--- config.mk ---
export PLATFORM = sky130hd
export DESIGN_NAME = hpslot_regs
export DESIGN_NICKNAME = d
export VERILOG_FILES = /design/src/rtl/hpslot_pkg.sv /design/src/rtl/hpslot_lowest_set.sv /design/src/rtl/hpslot_read_mux.sv /design/src/rtl/hpslot_regs.sv
export SDC_FILE = /design/constraint.sdc
export NUM_CORES = 1
export LEC_CHECK = 0
export BUFFER_PORTS_ARGS = -buffer_cell sky130_fd_sc_hd__buf_2
export CORE_AREA = 3 3 145 175
export DETAILED_ROUTE_END_ITERATION = 16
export DIE_AREA = 0 0 148 178
export PLACE_DENSITY = 0.61
export SLEW_MARGIN = 25
export SYNTH_ARGS = -nofsm -noshare
export SYNTH_HDL_FRONTEND = slang
export SYNTH_SLANG_ARGS = --single-unit
--- constraint.sdc ---
create_clock -name clk -period 5.7 [get_ports clk]
set_input_delay 0.285 -clock clk [delete_from_list [all_inputs] [get_ports clk]]
set_output_delay 0.285 -clock clk [all_outputs]
set_load 0.02 [all_outputs]
--- src/rtl/hpslot_pkg.sv ---
package hpslot_pkg;

    // register select, taken from byte offset bits [3:2]
    typedef enum logic [1:0] {
        SEL_UP     = 2'd0,
        SEL_DOWN   = 2'd1,
        SEL_EJECT  = 2'd2,
        SEL_REMOVE = 2'd3
    } hp_sel_e;

    typedef enum logic [0:0] {
        PH_IDLE  = 1'b0,
        PH_DRAIN = 1'b1
    } hp_phase_e;

    localparam int unsigned HP_DATA_W = 32;

endpackage

--- src/rtl/hpslot_lowest_set.sv ---
module hpslot_lowest_set #(
    parameter int unsigned WIDTH = 32,
    localparam int unsigned IDX_W = (WIDTH > 1) ? $clog2(WIDTH) : 1
) (
    input  logic [WIDTH-1:0] vec,
    output logic             found,
    output logic [IDX_W-1:0] idx
);
    always_comb begin
        found = 1'b0;
        idx   = '0;
        for (int i = WIDTH - 1; i >= 0; i--) begin
            if (vec[i]) begin
                found = 1'b1;
                idx   = IDX_W'(i);
            end
        end
    end
endmodule

--- src/rtl/hpslot_read_mux.sv ---
module hpslot_read_mux
    import hpslot_pkg::*;
#(
    parameter int unsigned NUM_SLOTS = 32
) (
    input  hp_sel_e                sel,
    input  logic                   hit,
    input  logic [NUM_SLOTS-1:0]   present,
    input  logic [NUM_SLOTS-1:0]   removable,
    input  logic [NUM_SLOTS-1:0]   pending,
    output logic [HP_DATA_W-1:0]   word
);
    logic [NUM_SLOTS-1:0] pick;

    always_comb begin
        unique case (sel)
            SEL_UP:     pick = present & removable;
            SEL_DOWN:   pick = pending;
            SEL_REMOVE: pick = removable;
            default:    pick = '0;
        endcase
        word = '0;
        if (hit) begin
            word[NUM_SLOTS-1:0] = pick;
        end
    end
endmodule

--- src/rtl/hpslot_regs.sv ---
module hpslot_regs
    import hpslot_pkg::*;
#(
    parameter int unsigned NUM_SLOTS = 32,
    parameter int unsigned ADDR_W    = 8,
    localparam int unsigned SLOT_W   = $clog2(NUM_SLOTS)
) (
    input  logic                  clk,
    input  logic                  rst_n,
    input  logic                  hp_reset,
    input  logic                  bus_rd,
    input  logic                  bus_wr,
    input  logic [ADDR_W-1:0]     bus_addr,
    input  logic                  bus_word,
    input  logic [31:0]           bus_wdata,
    output logic [31:0]           bus_rdata,
    output logic                  bus_rvalid,
    output logic                  busy,
    input  logic [NUM_SLOTS-1:0]  slot_fixed,
    input  logic [NUM_SLOTS-1:0]  slot_occupied,
    input  logic                  plug_valid,
    input  logic [SLOT_W-1:0]     plug_slot,
    input  logic                  plug_cold,
    input  logic                  unplug_valid,
    input  logic [SLOT_W-1:0]     unplug_slot,
    output logic                  eject_valid,
    output logic [SLOT_W-1:0]     eject_slot,
    output logic                  gpe_set
);
    typedef struct packed {
        hp_phase_e              phase;
        logic [NUM_SLOTS-1:0]   present;
        logic [NUM_SLOTS-1:0]   removable;
        logic [NUM_SLOTS-1:0]   pending;
        logic                   eject_v;
        logic [SLOT_W-1:0]      eject_s;
        logic                   gpe;
        logic                   rvalid;
        logic [HP_DATA_W-1:0]   rdata;
    } hp_state_t;

    hp_state_t st_q, st_d;

    // window decode
    logic     in_window;
    logic     acc_ok;
    hp_sel_e  sel;
    logic [HP_DATA_W-1:0] rd_word;

    assign in_window = (bus_addr[ADDR_W-1:4] == '0) && (bus_addr[1:0] == 2'b00);
    assign acc_ok    = in_window && bus_word;
    assign sel       = hp_sel_e'(bus_addr[3:2]);

    hpslot_read_mux #(.NUM_SLOTS(NUM_SLOTS)) u_rmux (
        .sel       (sel),
        .hit       (acc_ok),
        .present   (st_q.present),
        .removable (st_q.removable),
        .pending   (st_q.pending),
        .word      (rd_word)
    );

    // slot chosen by an eject write
    logic              ej_found;
    logic [SLOT_W-1:0] ej_idx;
    hpslot_lowest_set #(.WIDTH(NUM_SLOTS)) u_ej_pick (
        .vec   (bus_wdata[NUM_SLOTS-1:0]),
        .found (ej_found),
        .idx   (ej_idx)
    );

    // slot chosen by the reset drain
    logic              dr_found;
    logic [SLOT_W-1:0] dr_idx;
    hpslot_lowest_set #(.WIDTH(NUM_SLOTS)) u_dr_pick (
        .vec   (st_q.pending),
        .found (dr_found),
        .idx   (dr_idx)
    );

    always_comb begin
        st_d         = st_q;
        st_d.eject_v = 1'b0;
        st_d.gpe     = 1'b0;
        st_d.rvalid  = 1'b0;

        unique case (st_q.phase)
            PH_IDLE: begin
                if (hp_reset) begin
                    st_d.phase = PH_DRAIN;
                end else begin
                    if (bus_rd) begin
                        st_d.rvalid = 1'b1;
                        st_d.rdata  = rd_word;
                    end
                    if (bus_wr && acc_ok && sel == SEL_EJECT && ej_found) begin
                        st_d.pending[ej_idx] = 1'b0;
                        if (!slot_fixed[ej_idx]) begin
                            st_d.present[ej_idx] = 1'b0;
                        end
                        st_d.eject_v = 1'b1;
                        st_d.eject_s = ej_idx;
                    end
                    // events are applied after the eject so they win on a tie
                    if (plug_valid) begin
                        st_d.present[plug_slot] = 1'b1;
                        if (!plug_cold) begin
                            st_d.gpe = 1'b1;
                        end
                    end
                    if (unplug_valid) begin
                        st_d.pending[unplug_slot] = 1'b1;
                        st_d.gpe = 1'b1;
                    end
                end
            end
            PH_DRAIN: begin
                if (dr_found) begin
                    st_d.pending[dr_idx] = 1'b0;
                    if (!slot_fixed[dr_idx]) begin
                        st_d.present[dr_idx] = 1'b0;
                    end
                    st_d.eject_v = 1'b1;
                    st_d.eject_s = dr_idx;
                end else begin
                    st_d.removable = ~slot_fixed;
                    st_d.present   = slot_occupied;
                    st_d.phase     = PH_IDLE;
                end
            end
            default: st_d.phase = PH_IDLE;
        endcase
    end

    always_ff @(posedge clk or negedge rst_n) begin
        if (!rst_n) begin
            st_q.phase     <= PH_IDLE;
            st_q.present   <= '0;
            st_q.removable <= '1;
            st_q.pending   <= '0;
            st_q.eject_v   <= 1'b0;
            st_q.eject_s   <= '0;
            st_q.gpe       <= 1'b0;
            st_q.rvalid    <= 1'b0;
            st_q.rdata     <= '0;
        end else begin
            st_q <= st_d;
        end
    end

    assign bus_rdata   = st_q.rdata;
    assign bus_rvalid  = st_q.rvalid;
    assign busy        = (st_q.phase != PH_IDLE);
    assign eject_valid = st_q.eject_v;
    assign eject_slot  = st_q.eject_s;
    assign gpe_set     = st_q.gpe;

endmodule

Yosys cells after proc, flatten, opt, wreduce, memory -nomap -nowiden:

Cells that the tools add are included.

* register bits: 137
* latch bits: 0
* RAM bits: 0
* bits in read-only memories: 0
* input port bits: 123
* output and inout bits: 41
* memories: 0

* $add $sub $neg: 0
* multiply operators: 0
* divide/modulo/power cells: 0
* magnitude comparators: 8
* equality and inequality tests: 7
* shift operators: 0
* muxes and demuxes: 165
* bitwise operators: 13
* reduce and logical (&&, ||, !) cells: 17

Operators by type and width (number)
* 32-bit 2-to-1 mux: 10
* 5-bit 2-to-1 mux: 64
* 32-bit bitwise AND: 5
* 38-bit 2-to-1 mux: 4
* 32-bit inverter: 3
* 32-bit case mux with 3 select lines: 1
* 38-bit case mux with 2 select lines: 1
* 1-bit 2-to-1 mux: 75
* 72-bit 2-to-1 mux: 1
* 33-bit case mux with 2 select lines: 1
* 32-bit bitwise OR: 2
* 34-bit 2-to-1 mux: 1
* 33-bit 2-to-1 mux: 1
* 5-bit by 6-bit less-than comparator with 1-bit output (second input constant): 4
* 1-bit demux with 5-bit select: 4
* 5-bit by 1-bit greater-or-equal comparator with 1-bit output (second input constant): 4
* 1-bit binary-select mux with 5-bit select: 2
* 1-bit logical AND: 9
* 3-bit inequality test (second input constant): 2
* 2-bit AND reduction: 3
* 3-bit AND reduction: 2
* 2-bit equality test (second input constant): 2
* 2-bit zero test: 2
* 4-bit zero test: 1
* 4 further kinds: 6

Logic depth before layout (Yosys ltp):

* depth after elaboration: 46
* depth in mapped cells: 14
* mapped depth without buffers: 10

By module:

From an unflattened synthesis, not the netlist that was laid out.

* cells, all modules: 1101
* area total of the unflattened synthesis: 9894.5 µm²

By module, submodules not included
* hpslot_regs: times used 1, cells an instance 822, area each 7957.6 µm², seq. area each 3468.3 µm²
* hpslot_read_mux: times used 1, cells an instance 149, area each 1196.1 µm², seq. area each 0.0 µm²
* hpslot_lowest_set: times used 2, cells an instance 65, area each 370.4 µm², seq. area each 0.0 µm²

Least setup slack after synthesis:

OpenSTA, ideal clock, no wires.

* path kind: input-to-reg
* from: in bus_wdata[20]
* to: reg st_q[122] (netlist name)
* library setup time: 0.132 ns
* arrival time: 3.017 ns
* slack: 2.551 ns
* stages: 11
* path buffers: 1
* path through: or3_1 a221oi_2 o41ai_1 a2111oi_4 buf_4 mux2i_1 nand2_1 a22oi_2 or4b_1 a211oi_1 o22ai_1

* cells in the longest elaborated chain, start to end: 35
* elaborated cells between the ends (all ways): 60
* classes of those cells: 2 x order compare; 53 x mux; 3 x bitwise; 2 x reduce/logical

RTL lines
* from (decl): RTL line hpslot_regs.sv:15 `input logic [31:0] bus_wdata,`
* 5-bit 2-to-1 mux (21 in a row): RTL line hpslot_lowest_set.sv:13 `if (vec[i]) begin`
* 5-bit by 6-bit less-than comparator with 1-bit output (implied by the code) / 5-bit by 1-bit greater-or-equal comparator with 1-bit output (equally long branches): RTL line hpslot_regs.sv:99 `st_d.present[ej_idx] = 1'b0;`
* 1-bit logical AND (implied by the code): RTL line hpslot_regs.sv:99
* 1-bit 2-to-1 mux (implied by the code): RTL line hpslot_regs.sv:99
* 1-bit demux with 5-bit select: RTL line hpslot_regs.sv:99
* 32-bit inverter (no line)
* 32-bit bitwise AND (no line)
* 32-bit 2-to-1 mux: RTL line hpslot_regs.sv:98 `if (!slot_fixed[ej_idx]) begin`
* 32-bit 2-to-1 mux *: RTL line hpslot_regs.sv:96 `if (bus_wr && acc_ok && sel == SEL_EJECT && ej_found) begin`
* 32-bit 2-to-1 mux *: RTL line hpslot_regs.sv:89 `if (hp_reset) begin`
* 32-bit 2-to-1 mux *: RTL line hpslot_regs.sv:87 `unique case (st_q.phase)`
* 32-bit bitwise OR (no line)
* 32-bit 2-to-1 mux *: RTL line hpslot_regs.sv:105 `if (plug_valid) begin`
* 32-bit 2-to-1 mux *: RTL line hpslot_regs.sv:89
* 33-bit case mux with 2 select lines *: RTL line hpslot_regs.sv:87

Mark *: on every way between the ends. The rest lies on a longest branch, timed or not. The select of a mux whose other input is x is not followed.
A chain may end at the register's enable or synchronous reset.

Worst setup path after layout:

* from: reg st_q[58] (netlist name)
* to: reg st_q[117] (netlist name)

* cells in the longest elaborated chain, start to end: 28
* elaborated cells between the ends (all ways): 52
* classes of those cells: 2 x order compare; 1 x eq/ne; 45 x mux; 2 x bitwise; 2 x reduce/logical

RTL lines
* 5-bit 2-to-1 mux (19 in a row): RTL line hpslot_lowest_set.sv:13
* 5-bit by 6-bit less-than comparator with 1-bit output (implied by the code) / 5-bit by 1-bit greater-or-equal comparator with 1-bit output (equally long branches): RTL line hpslot_regs.sv:121 `st_d.present[dr_idx] = 1'b0;`
* 1-bit logical AND (implied by the code): RTL line hpslot_regs.sv:121
* 1-bit 2-to-1 mux (implied by the code): RTL line hpslot_regs.sv:121
* 1-bit demux with 5-bit select: RTL line hpslot_regs.sv:121
* 32-bit inverter (no line)
* 32-bit bitwise AND (no line)
* 32-bit 2-to-1 mux: RTL line hpslot_regs.sv:120 `if (!slot_fixed[dr_idx]) begin`
* 32-bit 2-to-1 mux: RTL line hpslot_regs.sv:118 `if (dr_found) begin`
* 33-bit case mux with 2 select lines: RTL line hpslot_regs.sv:87

Parallel ways exist; a longest one is shown, timed or not. The select of a mux whose other input is x is not followed.

==> results.toml <==
[floorplanning]
die_x_um = 148
core_area_um2 = 23900
start_util = 0.398
die-area_um2 = 26300
io-pin-count = 164
die_height_um = 178
num_rows = 62

[worst_setup_path]
rrSetupSlack_ps = 1510
path_max_fanout = 64
timing.rr.start = "st_q[58]$_DFFE_PN0P_"
critical_path_class = "flip-flop to flip-flop"
r2r_end = "st_q[117]$_DFFE_PN0P_"
end_kind = "flip-flop"
cp.required_ps = 5990
crit_arrival_ps = 4480
ff2ff_path_depth = 11
start_kind = "flip-flop"

[logic_synthesis]
synth_top_cell_area_share = 0.277
ys_seq_area_frac = 0.365
yosys_warnings = 0
synthDistinctLibCells = 74
synth_area_leader_cell = "dfrtp_1"
netlist_area_um2 = 9500
synth_area_leaders = "dfrtp_1 28%, dfstp_2 8.9%, a21oi_1 7.2%"
synth_cells = 1219
synth_ff_type = "dfrtp_1"
synth_edf_count = 0
synth-seq-cells = 137
syn_nets = 1342
synth_area_per_cell_um2 = 7.79
synthArstFlopShare = 1.00

[clock_network]
cts_buffers = 17
clk_pin_slew_worst_paths_ps = 60
htreeDepth = 4
worstSkewPairLatency_ps = 430
clock_sinks = 137
cts_root_buf = "clkbuf_16"
clk_path_buf_depth = 2
cts_tree = "built"

[worst_hold_path]
hp-class = "input port to flip-flop"
hold_start = "slot_fixed[27]"
hold_path_end = "st_q[99]$_DFFE_PN1P_"
hold_depth = 2

[route]
vias = 9927
antenna_left = 0
drt-pass1-iter-count = 6
drtIter0Drc = 1070
drcViolationCount = 0
avgViaCountPerCell = 6.02
avgRoutedWirePerCell_um = 23.1
wirelength_mm = 38.0

[layout]
drive_gt1_frac = 0.203
ff_latch_area_um2 = 3470
nNetsFinal = 1438
areaGrowthSynthToFinish_pct = 15.4
multi_input_area_um2 = 5410
layout_commonest_cell = "buf_2"
final_cell_mix = "162 x buf_2, 159 x nor2_1, 150 x nand2_1"
antenna_cells = 0
fillers = 2482

[sta]
slew_violations = 0
finalSetupTns_ps = 0
hold_violations = 0
min_period_over_period = 0.734
rsz0062_at_grt = "false"
fmax_ghz = 0.239
setup_viol_count_final = 0
clock_skew_ps = 10.4
period_needed_ps = 4190
tightest_slew_ps = 995
slew_headroom = 0.331

[global_routing]
grt_max_degree = 76
grt_overflow = 0
antenna_found_initial = 2
grt_pass1_vias = 9230
grt_first_pass_wirelength_mm = 57.0
grt_use_total = 0.286

[place]
gp_congestion = 1.07
place_hpwl_mm = 29.1
port_buffers = 163

[run]
cap_violations = 0

[run_status]
outcome = "complete, no violations"
-- cells by family (layout without fill, tap and decap cells) --
kind of cell / Yosys count / count (layout) / synth area share
compound gates: 461 / 461 / 0.313
buf+inv: 128 / 237 / 0.0676
flops: 137 / 137 / 0.365
mux: 23 / 23 / 0.0246
simple gates: 470 / 470 / 0.230
-- registers in the layout, summed over array words and instances (netlist names) --
register	flops
busy	1
eject_valid	1
bus_rvalid	1
bus_rdata	32
gpe_set	1
st_q	96
eject_slot	5
-- worst max-delay path: stages (launching register included) --
cell       delay, ps
dfrtp_1          470
or3_1            400
a221o_1          290
a21oi_2          240
o2111a_1         690
mux2i_1          260
mux2i_1          110
a2111oi_2        530
o311ai_4         150
buf_4            330
or3b_1           420
o2bb2ai_1        130
-- timing repair --
item / CTS / global route
buffers inserted: 0 / 0
hold buffers: 1 / 0
gates resized for setup: 0 / 0
endpoints found under the hold margin: 60 / 0
-- layout make-up --
type / count / share of cell area
clock buffers: 20 / 0.0417
clock inverters: 12 / 0.0150
inverters: 20 / 0.00685
multi-input cells: 954 / 0.493
flip-flops and latches: 137 / 0.316
well taps: 320 / 0.0365
repair buffers: 185 / 0.0903
-- stage by stage --
step | std cells | hold slack [ps] | cell area (um2) | util | setup slack [ps]
after floorplan | 1219 | -10.6 | 9500 | - | 2550
after global placement | 1615 | 364 | 10300 | 0.432 | 1650
after detailed placement | 1615 | 369 | 10300 | 0.432 | 1600
after CTS | 1648 | 16.5 | 11000 | 0.458 | 1590
after global routing | 1648 | 37.9 | 11000 | 0.459 | 1340
final | 1648 | 31.2 | 11000 | 0.459 | 1510
-- per-layer routing --
metal	vias up	track usage	routed length [um]
li1	4663	-	-
met1	4636	0.381	15800
met2	525	0.430	16600
met3	99	0.0945	4130
met4	4	0.111	1490
met5	-	0	26
-- cell usage after synthesis (20+ instances only) --
cell type,count
o21ai_0,120
a22oi_1,59
a21oi_1,137
nor3_1,29
buf_4,40
nand2_1,150
nand3_1,24
dfrtp_1,105
o211ai_1,26
clkbuf_1,54
nor2_1,159
dfstp_2,32
mux2i_1,20
inv_1,20
-- worst max path at each step --
stage	endpoint	slack, ps	from	depth (start not counted)
after floorplan	st_q[122]$_DFFE_PN0P_	2550	bus_wdata[20]	11
after global placement	st_q[116]$_DFFE_PN0P_	1650	st_q[58]$_DFFE_PN0P_	11
after detailed placement	st_q[117]$_DFFE_PN0P_	1600	st_q[58]$_DFFE_PN0P_	11
after CTS	st_q[117]$_DFFE_PN0P_	1590	st_q[58]$_DFFE_PN0P_	11
after global routing	st_q[117]$_DFFE_PN0P_	1340	st_q[58]$_DFFE_PN0P_	11
final	st_q[117]$_DFFE_PN0P_	1510	st_q[58]$_DFFE_PN0P_	11
Power is left out: the tool's default activity adds up to more than one toggle a clock period on the data nets, which glitch-free logic cannot reach.
